$ cat src/rtl/cfg_space_pkg.sv
package cfg_space_pkg;
  // Header offsets (software decodes these positions)
  localparam int OFS_VENDOR   = 'h00;
  localparam int OFS_DEVICE   = 'h02;
  localparam int OFS_COMMAND  = 'h04;
  localparam int OFS_SUBCLASS = 'h0A;
  localparam int OFS_CLASS    = 'h0B;
  localparam int OFS_HDRTYPE  = 'h0E;
  localparam int OFS_BAR_BASE = 'h10;
  localparam int OFS_CAPPTR   = 'h34;
  localparam int NUM_BARS     = 6;
  localparam int NUM_WR_BARS  = 2;

  // Capability chain layout
  localparam int CAP_PM_OFS   = 'h40;
  localparam int CAP_EXP_OFS  = 'h50;
  localparam int CAP_MSIX_OFS = 'h70;
  localparam int CAP_EA_OFS   = 'h80;
  localparam int CAP_NEXT     = 1;
  localparam int EXP_DEVCAP   = 4;

  localparam logic [7:0] ID_PM   = 8'h01;
  localparam logic [7:0] ID_EXP  = 8'h10;
  localparam logic [7:0] ID_MSIX = 8'h11;
  localparam logic [7:0] ID_EA   = 8'h14;
  localparam logic [7:0] EA_ENTRIES = 8'd4;
  localparam logic [2:0] PAYLOAD_256 = 3'b001;

  typedef enum logic {SZ_BYTE = 1'b0, SZ_DWORD = 1'b1} acc_size_e;
endpackage

$ cat src/rtl/cfg_writable_regs.sv
module cfg_writable_regs
  import cfg_space_pkg::*;
#(
  parameter int OFS_W = 12
) (
  input  logic             clk,
  input  logic             rst_n,
  input  logic             wr_en,
  input  logic [OFS_W-1:0] wr_offset,
  input  logic [31:0]      wr_data,
  output logic [15:0]      cmd,
  output logic [31:0]      bar_raw [NUM_WR_BARS]
);
  localparam logic [OFS_W-1:0] CMD_ADDR = OFS_W'(OFS_COMMAND);

  always_ff @(posedge clk or negedge rst_n) begin
    if (!rst_n)
      cmd <= '0;
    else if (wr_en && wr_offset == CMD_ADDR)
      cmd <= wr_data[15:0];
  end

  for (genvar g = 0; g < NUM_WR_BARS; g++) begin : g_bar
    localparam logic [OFS_W-1:0] BAR_ADDR = OFS_W'(OFS_BAR_BASE + 4 * g);
    always_ff @(posedge clk or negedge rst_n) begin
      if (!rst_n)
        bar_raw[g] <= '0;
      else if (wr_en && wr_offset == BAR_ADDR)
        bar_raw[g] <= wr_data;
    end
  end
endmodule

$ cat src/rtl/cfg_bar_view.sv
module cfg_bar_view
  import cfg_space_pkg::*;
#(
  parameter int IO_WIN  = 1,
  parameter int MEM_WIN = 256
) (
  input  logic [31:0] bar_raw [NUM_WR_BARS],
  output logic [31:0] bar_rd  [NUM_BARS]
);
  localparam logic [31:0] IO_MASK  = ~(32'(IO_WIN) - 32'd1);
  localparam logic [31:0] MEM_MASK = ~(32'(MEM_WIN) - 32'd1);
  localparam logic [31:0] IO_TYPE  = 32'h1;
  localparam logic [31:0] MEM_TYPE = 32'h0;

  for (genvar g = 0; g < NUM_BARS; g++) begin : g_view
    if (g == 0) begin : g_io
      assign bar_rd[g] = (bar_raw[0] & IO_MASK) | IO_TYPE;
    end else if (g == 1) begin : g_mem
      assign bar_rd[g] = (bar_raw[1] & MEM_MASK) | MEM_TYPE;
    end else begin : g_none
      assign bar_rd[g] = '0;
    end
  end
endmodule

$ cat src/rtl/cfg_cap_chain.sv
module cfg_cap_chain
  import cfg_space_pkg::*;
#(
  parameter int OFS_W = 12
) (
  input  logic [OFS_W-1:0] offset,
  input  logic             ea_strap,
  output logic [31:0]      cap_data
);
  localparam logic [7:0] P_PM   = 8'(CAP_PM_OFS);
  localparam logic [7:0] P_EXP  = 8'(CAP_EXP_OFS);
  localparam logic [7:0] P_MSIX = 8'(CAP_MSIX_OFS);
  localparam logic [7:0] P_EA   = 8'(CAP_EA_OFS);

  logic [7:0] msix_next;
  assign msix_next = ea_strap ? P_EA : 8'h00;

  always_comb begin
    cap_data = '0;
    case (offset)
      OFS_W'(OFS_CAPPTR):              cap_data = {24'h0, P_PM};
      OFS_W'(CAP_PM_OFS):              cap_data = {16'h0, P_EXP, ID_PM};
      OFS_W'(CAP_PM_OFS + CAP_NEXT):   cap_data = {24'h0, P_EXP};
      OFS_W'(CAP_EXP_OFS):             cap_data = {16'h0, P_MSIX, ID_EXP};
      OFS_W'(CAP_EXP_OFS + CAP_NEXT):  cap_data = {24'h0, P_MSIX};
      OFS_W'(CAP_EXP_OFS + EXP_DEVCAP): cap_data = {29'h0, PAYLOAD_256};
      OFS_W'(CAP_MSIX_OFS):            cap_data = {16'h0, msix_next, ID_MSIX};
      OFS_W'(CAP_MSIX_OFS + CAP_NEXT): cap_data = {24'h0, msix_next};
      OFS_W'(CAP_EA_OFS):              cap_data = {8'h0, EA_ENTRIES, 8'h00, ID_EA};
      OFS_W'(CAP_EA_OFS + CAP_NEXT):   cap_data = '0;
      default:                         cap_data = '0;
    endcase
  end
endmodule

$ cat src/rtl/cfg_space_responder.sv
module cfg_space_responder
  import cfg_space_pkg::*;
#(
  parameter int          OFS_W     = 12,
  parameter logic [15:0] VENDOR_ID = 16'hC0DE,
  parameter logic [15:0] DEVICE_ID = 16'h5A17,
  parameter logic [7:0]  CLASS_CODE = 8'h11,
  parameter logic [7:0]  SUB_CLASS  = 8'h80,
  parameter int          IO_WIN    = 1,
  parameter int          MEM_WIN   = 256
) (
  input  logic             clk,
  input  logic             rst_n,
  input  logic             ea_strap,
  input  logic             req_valid,
  output logic             req_ready,
  input  logic             req_write,
  input  logic [OFS_W-1:0] req_offset,
  input  logic             req_size,
  input  logic [31:0]      req_wdata,
  output logic             rsp_valid,
  output logic [31:0]      rsp_data
);
  logic        wr_en, rd_en;
  logic [15:0] cmd_q;
  logic [31:0] bar_raw [NUM_WR_BARS];
  logic [31:0] bar_rd  [NUM_BARS];
  logic [31:0] cap_data;
  logic [31:0] rd_data;

  assign req_ready = 1'b1;
  assign wr_en = req_valid && req_write;
  assign rd_en = req_valid && !req_write;

  cfg_writable_regs #(.OFS_W(OFS_W)) u_regs (
    .clk(clk), .rst_n(rst_n), .wr_en(wr_en), .wr_offset(req_offset),
    .wr_data(req_wdata), .cmd(cmd_q), .bar_raw(bar_raw)
  );

  cfg_bar_view #(.IO_WIN(IO_WIN), .MEM_WIN(MEM_WIN)) u_bars (
    .bar_raw(bar_raw), .bar_rd(bar_rd)
  );

  cfg_cap_chain #(.OFS_W(OFS_W)) u_caps (
    .offset(req_offset), .ea_strap(ea_strap), .cap_data(cap_data)
  );

  always_comb begin
    rd_data = cap_data;
    case (req_offset)
      OFS_W'(OFS_VENDOR):  rd_data = {16'h0, VENDOR_ID};
      OFS_W'(OFS_DEVICE):  rd_data = {16'h0, DEVICE_ID};
      OFS_W'(OFS_COMMAND): rd_data = {16'h0, cmd_q};
      OFS_W'(OFS_SUBCLASS):
        rd_data = (acc_size_e'(req_size) == SZ_BYTE) ? {24'h0, SUB_CLASS}
                                                     : {16'h0, CLASS_CODE, SUB_CLASS};
      OFS_W'(OFS_CLASS):   rd_data = {24'h0, CLASS_CODE};
      OFS_W'(OFS_HDRTYPE): rd_data = '0;
      default: ;
    endcase
    for (int i = 0; i < NUM_BARS; i++)
      if (req_offset == OFS_W'(OFS_BAR_BASE + 4 * i)) rd_data = bar_rd[i];
  end

  always_ff @(posedge clk or negedge rst_n) begin
    if (!rst_n) begin
      rsp_valid <= 1'b0;
      rsp_data  <= '0;
    end else begin
      rsp_valid <= rd_en;
      if (rd_en) rsp_data <= rd_data;
    end
  end
endmodule

$ cat config.mk
export PLATFORM = sky130hd
export DESIGN_NAME = cfg_space_responder
export DESIGN_NICKNAME = d
export VERILOG_FILES = /design/src/rtl/cfg_space_pkg.sv /design/src/rtl/cfg_writable_regs.sv /design/src/rtl/cfg_bar_view.sv /design/src/rtl/cfg_cap_chain.sv /design/src/rtl/cfg_space_responder.sv
export SDC_FILE = /design/constraint.sdc
export NUM_CORES = 1
export LEC_CHECK = 0
export BUFFER_PORTS_ARGS = -buffer_cell sky130_fd_sc_hd__buf_4
export CELL_PAD_IN_SITES_DETAIL_PLACEMENT = 0
export CELL_PAD_IN_SITES_GLOBAL_PLACEMENT = 2
export CORE_MARGIN = 3
export CORE_UTILIZATION = 35
export DETAILED_ROUTE_END_ITERATION = 12
export PLACE_DENSITY_LB_ADDON = 0.1
export SLEW_MARGIN = 20
export SYNTH_ARGS = -nofsm -noshare
export SYNTH_HDL_FRONTEND = slang
export SYNTH_HIERARCHICAL = 1
export SYNTH_SLANG_ARGS = --single-unit
$ cat constraint.sdc
create_clock -name clk -period 1.6 [get_ports clk]
set_clock_uncertainty 0.15 [all_clocks]
set_input_delay 0.24 -clock clk [delete_from_list [all_inputs] [get_ports clk]]
set_output_delay 0.24 -clock clk [all_outputs]
set_load 0.01 [all_outputs]
==> flow_summary.json <==
{
  "power_frac_clock": 0.365,
  "grt_pass1_wl_mm": 43.83,
  "p_int_mw": 4.715,
  "ff2ff_setup_slack_ns": -0.10,
  "ir_drop_uv": 455.9,
  "p_seq_frac": 0.411,
  "ioPinCount": 84,
  "syn_avg_cell_area_um2": 9.332,
  "final.setup.tns_ns": -8.529,
  "endpoint_kind": "register",
  "p_sw_frac": 0.3050,
  "dp_hpwl_mm": 20.89,
  "max_slew_margin": 0.5179,
  "drive_above_1_share": 0.4371,
  "diodes": 0,
  "critPathLaunchType": "input port",
  "chipWidth_um": 165.1,
  "crit_fanout": 8,
  "final_core_util": 0.4726,
  "worst_pin_slew_ns": 0.7178,
  "violations": "negative setup slack",
  "antenna_found_initial": 0,
  "drt_iter0_markers": 426,
  "setup_viol": 34,
  "cts_tree": "built",
  "final.period_utilization": 1.222,
  "area_growth_pct": 31.29,
  "leakagePower_nw": 5.488,
  "hold_viol": 0,
  "place.gp.congestion": 0.8853,
  "fin_crit_ns": 1.955,
  "hp-class": "in2async",
  "cts_buffers": 9,
  "crit_arrival_ns": 2.07,
  "cts_buffer_depth": 2,
  "htreeDepth": 3,
  "rows": 57,
  "cts_sinks": 104,
  "critPathKind": "in2reg",
  "die_y_um": 165.1,
  "pwr_density_cell_mw_per_mm2": 583.4,
  "yosysWarnings": 6,
  "portBuffers": 82,
  "drv_slew": 0,
  "rsz0062_at_grt": "true",
  "syn_inst": 949,
  "grt_overflow": 0,
  "routed_wl_mm": 28.86,
  "drv_cap": 0,
  "wl_per_cell_um": 19.75,
  "track_usage": 0.2107,
  "ant_nets": 0,
  "nNetsFinal": 1182,
  "clk_pin_slew_ns": 0.08,
  "netlist_area_mm2": 0.008856,
  "drc": 0,
  "layout_setup_ws_ns": -0.3546,
  "num_vias": 7295,
  "switchingPower_mw": 2.069,
  "die-area_mm2": 0.02725,
  "insertion_delay_ns": 0.37,
  "core_mm2": 0.02460,
  "worstPathRequired_ns": 1.72,
  "ctsRootBufferMaster": "clkbuf_16",
  "combPwrFrac": 0.224,
  "start_util": 0.3599,
  "first_global_vias": 7235,
  "post_drt_via_cell_ratio": 4.993,
  "grt_max_degree": 33,
  "p_total_mw": 6.784,
  "outcome": "finished, violations left",
  "fmax_ghz": 0.5116,
  "drt_pass1_iterations": 4
}
[path summary, 6_finish.rpt]
path | startpoint | endpoint | cells past startpoint
min | rst_n | u_regs/bar_raw[46] | 2
min reg2reg | u_regs/bar_raw[8] | u_regs/bar_raw[8] | 1
max | req_offset[9] | rsp_data[5] | 6
max in group asynchronous | rst_n | rsp_data[27] | 3
max reg2reg | u_regs/cmd[6] | rsp_data[6] | 5
min in group clk | req_offset[4] | u_regs/bar_raw[9] | 4
[power groups by stage]
stage	sequential, mW	combinational, mW	clock (mW)
6_report	2.79	1.52	2.47
5_1_grt	2.80	1.65	2.64
4_1_cts	2.79	1.40	2.53
3_5_place_dp	2.84	1.28	0
3_3_place_gp	2.84	1.27	0
2_1_floorplan	2.87	0.806	0
[per-layer routing]
layer / up-vias / share of wire / wire [µm] / track usage
li1: 3510 / - / - / -
met1: 3608 / 0.52 / 15040 / 0.3372
met2: 164 / 0.42 / 12150 / 0.2948
met3: 13 / 0.051 / 1459 / 0.03417
met4: 0 / 0.0073 / 210 / 0.04041
met5: - / 0 / 0 / 0
[critical path: stages]
cell and delay (ns):
buf_6 0.09, or4_4 0.60, buf_12 0.18, or4_4 0.45, o311a_1 0.32, o31ai_2 0.18
[cell type report]
type	instances	area [µm²]
Multi-Input combinational cell	716	5542
Timing Repair Buffer	295	2733
Sequential cell	104	2603
Tap cell	324	405.4
Clock buffer	9	225.2
Clock inverter	7	97.59
Fill cell	2417	12980
Inverter	6	22.52
[state kept, by name, indices dropped and copies added (netlist names)]
register        flops
rsp_data           32
rsp_valid           1
u_regs/cmd         16
u_regs/bar_raw     55
[per-stage QoR]
stage / cell area [µm²] / hold slack [ns] / cells / setup WS (ns)
2_1_floorplan: 9533 / -0.2056 / 1104 / -0.5871
3_3_place_gp: 9925 / 0.03851 / 1387 / -0.9782
3_5_place_dp: 9925 / 0.04591 / 1387 / -0.9797
4_1_cts: 11060 / 0.1954 / 1451 / -0.3419
5_1_grt: 11630 / 0.2146 / 1461 / -0.3901
6_report: 11630 / 0.1854 / 1461 / -0.3546
[cells in the final DEF, fill, tap and decap left out, types with 20 or more instances in the layout]
cell type	instances
mux2_4	58
buf_6	28
a21oi_1	26
dlygate4sd3_1	33
conb_1	159
nand2_1	31
mux2_2	20
o21ai_0	56
nor2_1	38
buf_4	206
dfrtp_1	104
[repair_timing]
action,CTS,global route
endpoints found under the hold margin,111,0
pin swaps,40,56
gates cloned,4,5
hold buffers,33,0
setup buffers,12,8
resized for setup,96,92
setup endpoints to repair,61,97
Power figures use the tool's default switching activity.
